**src/rtl/wcr_pkg.sv**
```systemverilog
package wcr_pkg;

    localparam int NUM_CODED = 3;
    localparam int FLD_W     = 4;

    localparam logic [FLD_W-1:0] FLD_MASKED   = 4'h5;
    localparam logic [FLD_W-1:0] FLD_WDOG_ON  = 4'hA;
    localparam logic [FLD_W-1:0] FLD_THERM_ON = 4'h2;

    typedef enum logic [1:0] {
        ST_IDLE,
        ST_WAIT_ACK,
        ST_WARM,
        ST_COLD
    } arb_state_e;

    typedef struct packed {
        logic warm;
        logic cold;
    } req_s;

    // Only the explicit masked code blocks; anything else passes (fail safe).
    function automatic logic field_enables(input logic [FLD_W-1:0] fld);
        return fld != FLD_MASKED;
    endfunction

endpackage

```
**src/rtl/wcr_src_gate.sv**
```systemverilog
module wcr_src_gate
    import wcr_pkg::*;
#(
    parameter int N_SRC = NUM_CODED
) (
    input  logic [N_SRC-1:0]            coded_req,
    input  logic [N_SRC-1:0][FLD_W-1:0] coded_fld,
    input  logic                        lockup_req,
    input  logic                        lockup_en,
    input  logic                        hard_cold_req,
    input  logic                        warm_en,
    output req_s                        req
);

    logic [N_SRC-1:0] gated;
    logic             any_warm_capable;

    for (genvar g = 0; g < N_SRC; g++) begin : g_gate
        assign gated[g] = coded_req[g] & field_enables(coded_fld[g]);
    end

    assign any_warm_capable = (|gated) | (lockup_req & lockup_en);

    always_comb begin
        req.cold = hard_cold_req | (any_warm_capable & ~warm_en);
        req.warm = any_warm_capable & warm_en;
    end

endmodule

```
**src/rtl/wcr_bypass_timer.sv**
```systemverilog
module wcr_bypass_timer #(
    parameter int BASE_TICKS = 16,
    parameter int SEL_W      = 2
) (
    input  logic             clk,
    input  logic             rst,
    input  logic             run,
    input  logic             tick,
    input  logic [SEL_W-1:0] sel,
    output logic             expired
);

    localparam int MAX_TICKS = BASE_TICKS << ((1 << SEL_W) - 2);
    localparam int CNT_W     = $clog2(MAX_TICKS + 1);

    logic [CNT_W-1:0] cnt;
    logic [CNT_W-1:0] limit;

    always_comb begin
        if (sel == '0)
            limit = '0;
        else
            limit = CNT_W'(BASE_TICKS) << (sel - SEL_W'(1));
    end

    always_ff @(posedge clk) begin
        if (rst || !run)
            cnt <= '0;
        else if (tick && cnt != CNT_W'(MAX_TICKS))
            cnt <= cnt + CNT_W'(1);
    end

    assign expired = (sel != '0) && (cnt >= limit);

endmodule

```
**src/rtl/wcr_arb_fsm.sv**
```systemverilog
module wcr_arb_fsm
    import wcr_pkg::*;
(
    input  logic clk,
    input  logic rst,
    input  req_s req,
    input  logic mem_ack,
    input  logic expired,
    output logic waiting,
    output logic warm_pulse,
    output logic cold_pulse
);

    arb_state_e state, state_nx;

    always_comb begin
        state_nx = state;
        unique case (state)
            ST_IDLE: begin
                if (req.cold)
                    state_nx = ST_COLD;
                else if (req.warm)
                    state_nx = ST_WAIT_ACK;
            end
            ST_WAIT_ACK: begin
                if (req.cold)
                    state_nx = ST_COLD;
                else if (mem_ack)
                    state_nx = ST_WARM;
                else if (expired)
                    state_nx = ST_COLD;
            end
            ST_WARM: state_nx = ST_IDLE;
            ST_COLD: state_nx = ST_IDLE;
            default: state_nx = ST_IDLE;
        endcase
    end

    always_ff @(posedge clk) begin
        if (rst)
            state <= ST_IDLE;
        else
            state <= state_nx;
    end

    assign waiting    = (state == ST_WAIT_ACK);
    assign warm_pulse = (state == ST_WARM);
    assign cold_pulse = (state == ST_COLD);

endmodule

```
**src/rtl/warm_cold_rst_arb.sv**
```systemverilog
module warm_cold_rst_arb
    import wcr_pkg::*;
#(
    parameter int BASE_TICKS = 16
) (
    input  logic       clk,
    input  logic       rst,
    input  logic       wdog_req,
    input  logic       therm_req,
    input  logic       wdog2_req,
    input  logic       lockup_req,
    input  logic       hard_cold_req,
    input  logic [3:0] wdog_fld,
    input  logic [3:0] therm_fld,
    input  logic [3:0] wdog2_fld,
    input  logic       lockup_en,
    input  logic       warm_en,
    input  logic [1:0] bypass_sel,
    input  logic       slow_tick,
    input  logic       mem_ack,
    output logic       mem_safe_req,
    output logic       warm_rst,
    output logic       cold_rst
);

    logic [NUM_CODED-1:0]            coded_req;
    logic [NUM_CODED-1:0][FLD_W-1:0] coded_fld;
    req_s                            req;
    logic                            expired;
    logic                            waiting;

    assign coded_req = {wdog2_req, therm_req, wdog_req};
    assign coded_fld = {wdog2_fld, therm_fld, wdog_fld};

    wcr_src_gate #(.N_SRC(NUM_CODED)) u_gate (
        .coded_req     (coded_req),
        .coded_fld     (coded_fld),
        .lockup_req    (lockup_req),
        .lockup_en     (lockup_en),
        .hard_cold_req (hard_cold_req),
        .warm_en       (warm_en),
        .req           (req)
    );

    wcr_bypass_timer #(.BASE_TICKS(BASE_TICKS), .SEL_W(2)) u_timer (
        .clk     (clk),
        .rst     (rst),
        .run     (waiting),
        .tick    (slow_tick),
        .sel     (bypass_sel),
        .expired (expired)
    );

    wcr_arb_fsm u_fsm (
        .clk        (clk),
        .rst        (rst),
        .req        (req),
        .mem_ack    (mem_ack),
        .expired    (expired),
        .waiting    (waiting),
        .warm_pulse (warm_rst),
        .cold_pulse (cold_rst)
    );

    assign mem_safe_req = waiting;

endmodule

```
**config.mk**
```make
export PLATFORM = sky130hd
export DESIGN_NAME = warm_cold_rst_arb
export DESIGN_NICKNAME = d
export VERILOG_FILES = /design/src/rtl/wcr_pkg.sv /design/src/rtl/wcr_src_gate.sv /design/src/rtl/wcr_bypass_timer.sv /design/src/rtl/wcr_arb_fsm.sv /design/src/rtl/warm_cold_rst_arb.sv
export SDC_FILE = /design/constraint.sdc
export NUM_CORES = 1
export LEC_CHECK = 0
export BUFFER_PORTS_ARGS = -buffer_cell sky130_fd_sc_hd__buf_2
export CORE_MARGIN = 3
export CORE_UTILIZATION = 44
export DETAILED_ROUTE_END_ITERATION = 16
export GPL_TIMING_DRIVEN = 0
export MAX_ROUTING_LAYER = met4
export PLACE_DENSITY = 0.81
export SLEW_MARGIN = 15
export SYNTH_ARGS = -nofsm -noshare
export SYNTH_HDL_FRONTEND = slang
export SYNTH_SLANG_ARGS = --single-unit
export TNS_END_PERCENT = 1
```
**constraint.sdc**
```tcl
create_clock -name clk -period 1.5 [get_ports clk]
set_input_delay 0.225 -clock clk [delete_from_list [all_inputs] [get_ports clk]]
set_output_delay 0.225 -clock clk [all_outputs]
set_load 0.05 [all_outputs]
```
==> flow_summary.toml <==
[outcome]
run_status = "complete, no violations"

[floorplan]
pin_count = 28
dieArea_um2 = 1814
rows = 12
core_area_um2 = 1186
die-height_um = 42.60
initial_core_util_pct = 49.68
floorplan.die.width_um = 42.60

[flow_run]
maxCapViolCount = 0

[clock_network]
cts_tree = "done"
clockBufferDepth = 2
post_cts_hold_buffer_count = 0
cts_post_setup_buffers_inserted = 0
clock-root-buffer = "sky130_fd_sc_hd__clkbuf_4"
clock_sink_count = 9
cts-buffers-inserted = 3
ctsHtreeMaxLevel = 1
post_cts.resized_instances = 0
worst_setup_hold_path_clk_slew_ns = 0.06
clock_insertion_delay_worst_skew_ns = 0.26

[yosys]
synthesis.area_um2 = 589.3
syn-num-nets = 97
netlist-cell-type-count = 27
synth_warnings = 0
postSynthRegisterBits = 9
postSynthAreaPerCell_um2 = 8.796
synthesis.instances = 67
yosysSeqAreaShare_pct = 30.57

[sta]
clock_skew_ns = 0.002208
fin_tns_setup_ns = 0
final-setup-viol-count = 0
final_hold_viol_count = 0
timing_worst_slew_pin_value_ns = 0.3721
final.period_utilization_pct = 93.12
timing_max_transition_violations_final = 0
fin_crit_ns = 1.397
clock.fmax_ghz = 0.7159
worst_slew_margin_rel_pct = 74.88
rsz0062_at_grt = "no"

[global_route]
grt_pass1_vias = 565
grt_antenna_before_repair = 0
grt_max_degree = 8
first_pass_grt_wire_length_mm = 2.249
grt_util_all_layers_pct = 16.71
grt-ovfl-total = 0

[cells_and_area]
layout.cells.most_common = "sky130_fd_sc_hd__buf_2"
nNetsFinal = 129
syn2layout_area_growth_pct = 30.79
share_of_final_layout_standard_cells_stronger_than_drive_strength_1_pct = 34.69
antenna_cells = 0
most-common-layout-cells = "27 x sky130_fd_sc_hd__buf_2, 9 x sky130_fd_sc_hd__dfxtp_1, 8 x sky130_fd_sc_hd__nor2_1"

[placement]
io_buffers = 27
gp_congestion = 0.7854
placed_wire_length_estimate_after_detailed_placement_mm = 1.112

[route]
drt-total-wl_mm = 1.355
drt_pre_antenna_iters = 4
detail_route.iter0.violations = 11
drt-vias-per-instance = 5.384
route.vias.total = 603
number_of_antenna_violating_nets_in_the_routed_design = 0
post-route-drc-count = 0
routed_wire_length_per_instance_um = 12.10

[setup_path]
path_cells = "inv_1, ha_1, nand2b_2, o311ai_1, xor2_1, nor2_1"
timing.critical_path.to = "u_timer.cnt[2]$_SDFFE_PP0P_"
cell_with_the_largest_stage_delay_on_the_worst_path = "sky130_fd_sc_hd__o311ai_1"
timing.setup.critical_path_class = "reg2reg"
timing.critical_path.max_delay_family = "compound AO/OA/AOI/OAI gates"
timing.rr.end = "u_timer.cnt[2]$_SDFFE_PP0P_"
crit_path_start = "u_timer.cnt[0]$_SDFFE_PP0P_"
worstPathRequired_ns = 1.64
rr_worst_depth = 6
worst-path-stages = 6
critical_path_peak_fanout = 3
end_kind = "flop"
critical_path_arrival_ns = 1.54
cp-start-kind = "flop"
reg2reg_slack_ns = 0.10
path_buf_inv = 1
cpPeakStageDelay_ns = 0.36
r2r_start = "u_timer.cnt[0]$_SDFFE_PP0P_"

[worst_hold_path]
min_path_type = "in2reg"
worst_min_path_start = "rst"

[pwr]
power.static_leakage_nw = 0.3452
power.ir.vdd_worst_uv = 589.2
total_power_mw = 0.5584
power-per-cell-area_nw_per_um2 = 724.5
-- metrics by stage --
stage | instance area, um^2 | util (%) | setup slack, ns | cells | hold slack (ns)
2_1_floorplan | 591.8 | - | 0.1677 | 67 | 0.2944
4_1_cts | 770.7 | 64.98 | 0.09750 | 112 | 0.1426
6_report | 770.7 | 64.98 | 0.1031 | 112 | 0.1491
5_1_grt | 770.7 | 64.98 | 0.006938 | 112 | 0.1566
3_5_place_dp | 744.5 | 62.76 | 0.07188 | 108 | 0.4218
3_3_place_gp | 744.5 | 62.76 | 0.1161 | 108 | 0.4199
-- cells in the mapped netlist (all sizes together) --
cell type	count	area [um^2]
dfxtp	9	180.2
ha	5	62.56
o21ai	5	25.02
and2	1	6.260
mux2i	1	10.01
a22o	2	17.52
nor2b	2	12.51
nor3	1	5.000
xor2	4	35.03
nand2b	6	40.04
nor2	8	30.03
inv	3	11.26
a21oi	2	10.01
a211oi	1	7.510
a31oi	1	6.260
o311ai	2	17.52
nand4	2	12.51
nand4bb	3	33.78
and3	1	6.260
xnor2	1	8.760
o31ai	1	21.27
nand2	4	15.01
or2	1	8.760
or3	1	6.260
-- registers in the layout, indices dropped and copies added (netlist names) --
| name | cells |
|---|---|
| u_fsm.state | 2 |
| u_timer.cnt | 7 |
-- logic make-up after synthesis --
kind of cell	after synthesis	synth area share (%)
XOR/XNOR	5	7.431
AO/OA/AOI/OAI	14	17.84
buffers and inverters	3	1.911
flip-flops	9	30.57
AND/OR/NAND/NOR	30	29.94
adder cells (fa/ha/maj)	5	10.62
multiplexers	1	1.699
-- area by class of cell --
cell class              instances  area (um^2)
well taps                      14        17.52
flip-flops and latches          9        180.2
clock buffers                   4        26.28
fillers                        87        415.4
multi-input cells              55        400.4
inverters                       3        11.26
repair buffers                 27        135.1
-- routing by layer --
layer	global-route usage [%]	up-vias	wire length [um]
met5	-	-	0
li1	-	304	-
met4	1.863	0	0
met3	6.438	0	119
met2	27.96	25	688
met1	19.49	274	547
-- where the power goes --
part / leakage, nW / internal (mW) / total, mW / switching [mW]
Sequential: 0.0732 / 0.246 / 0.255 / 0.00924
Clock: 0.0150 / 0.102 / 0.184 / 0.0817
Combinational: 0.257 / 0.0543 / 0.119 / 0.0648
-- worst reg2reg max path, delay by kind of cell (launching register included) --
family,cells,cell delay [ns]
AOI/OAI and AO/OA,1,0.36
xor gates and xnor gates,1,0.18
adders and majority gates,1,0.17
buffers and inverters,1,0.09
DFF,1,0.33
and+or+nand+nor,2,0.14
-- worst min-delay path by stage --
| stage | end | depth (start not counted) | slack (ns) |
|---|---|---|---|
| floorplan | u_fsm.state[1]$_SDFFE_PP0P_ | 1 | 0.29 |
| global placement | u_fsm.state[1]$_SDFFE_PP0P_ | 2 | 0.42 |
| detailed placement | u_fsm.state[1]$_SDFFE_PP0P_ | 2 | 0.42 |
| CTS | u_fsm.state[1]$_SDFFE_PP0P_ | 2 | 0.14 |
| global route | u_fsm.state[1]$_SDFFE_PP0P_ | 2 | 0.16 |
| finish | u_fsm.state[1]$_SDFFE_PP0P_ | 2 | 0.15 |
Note: power is estimated with default switching activity, not from simulation.
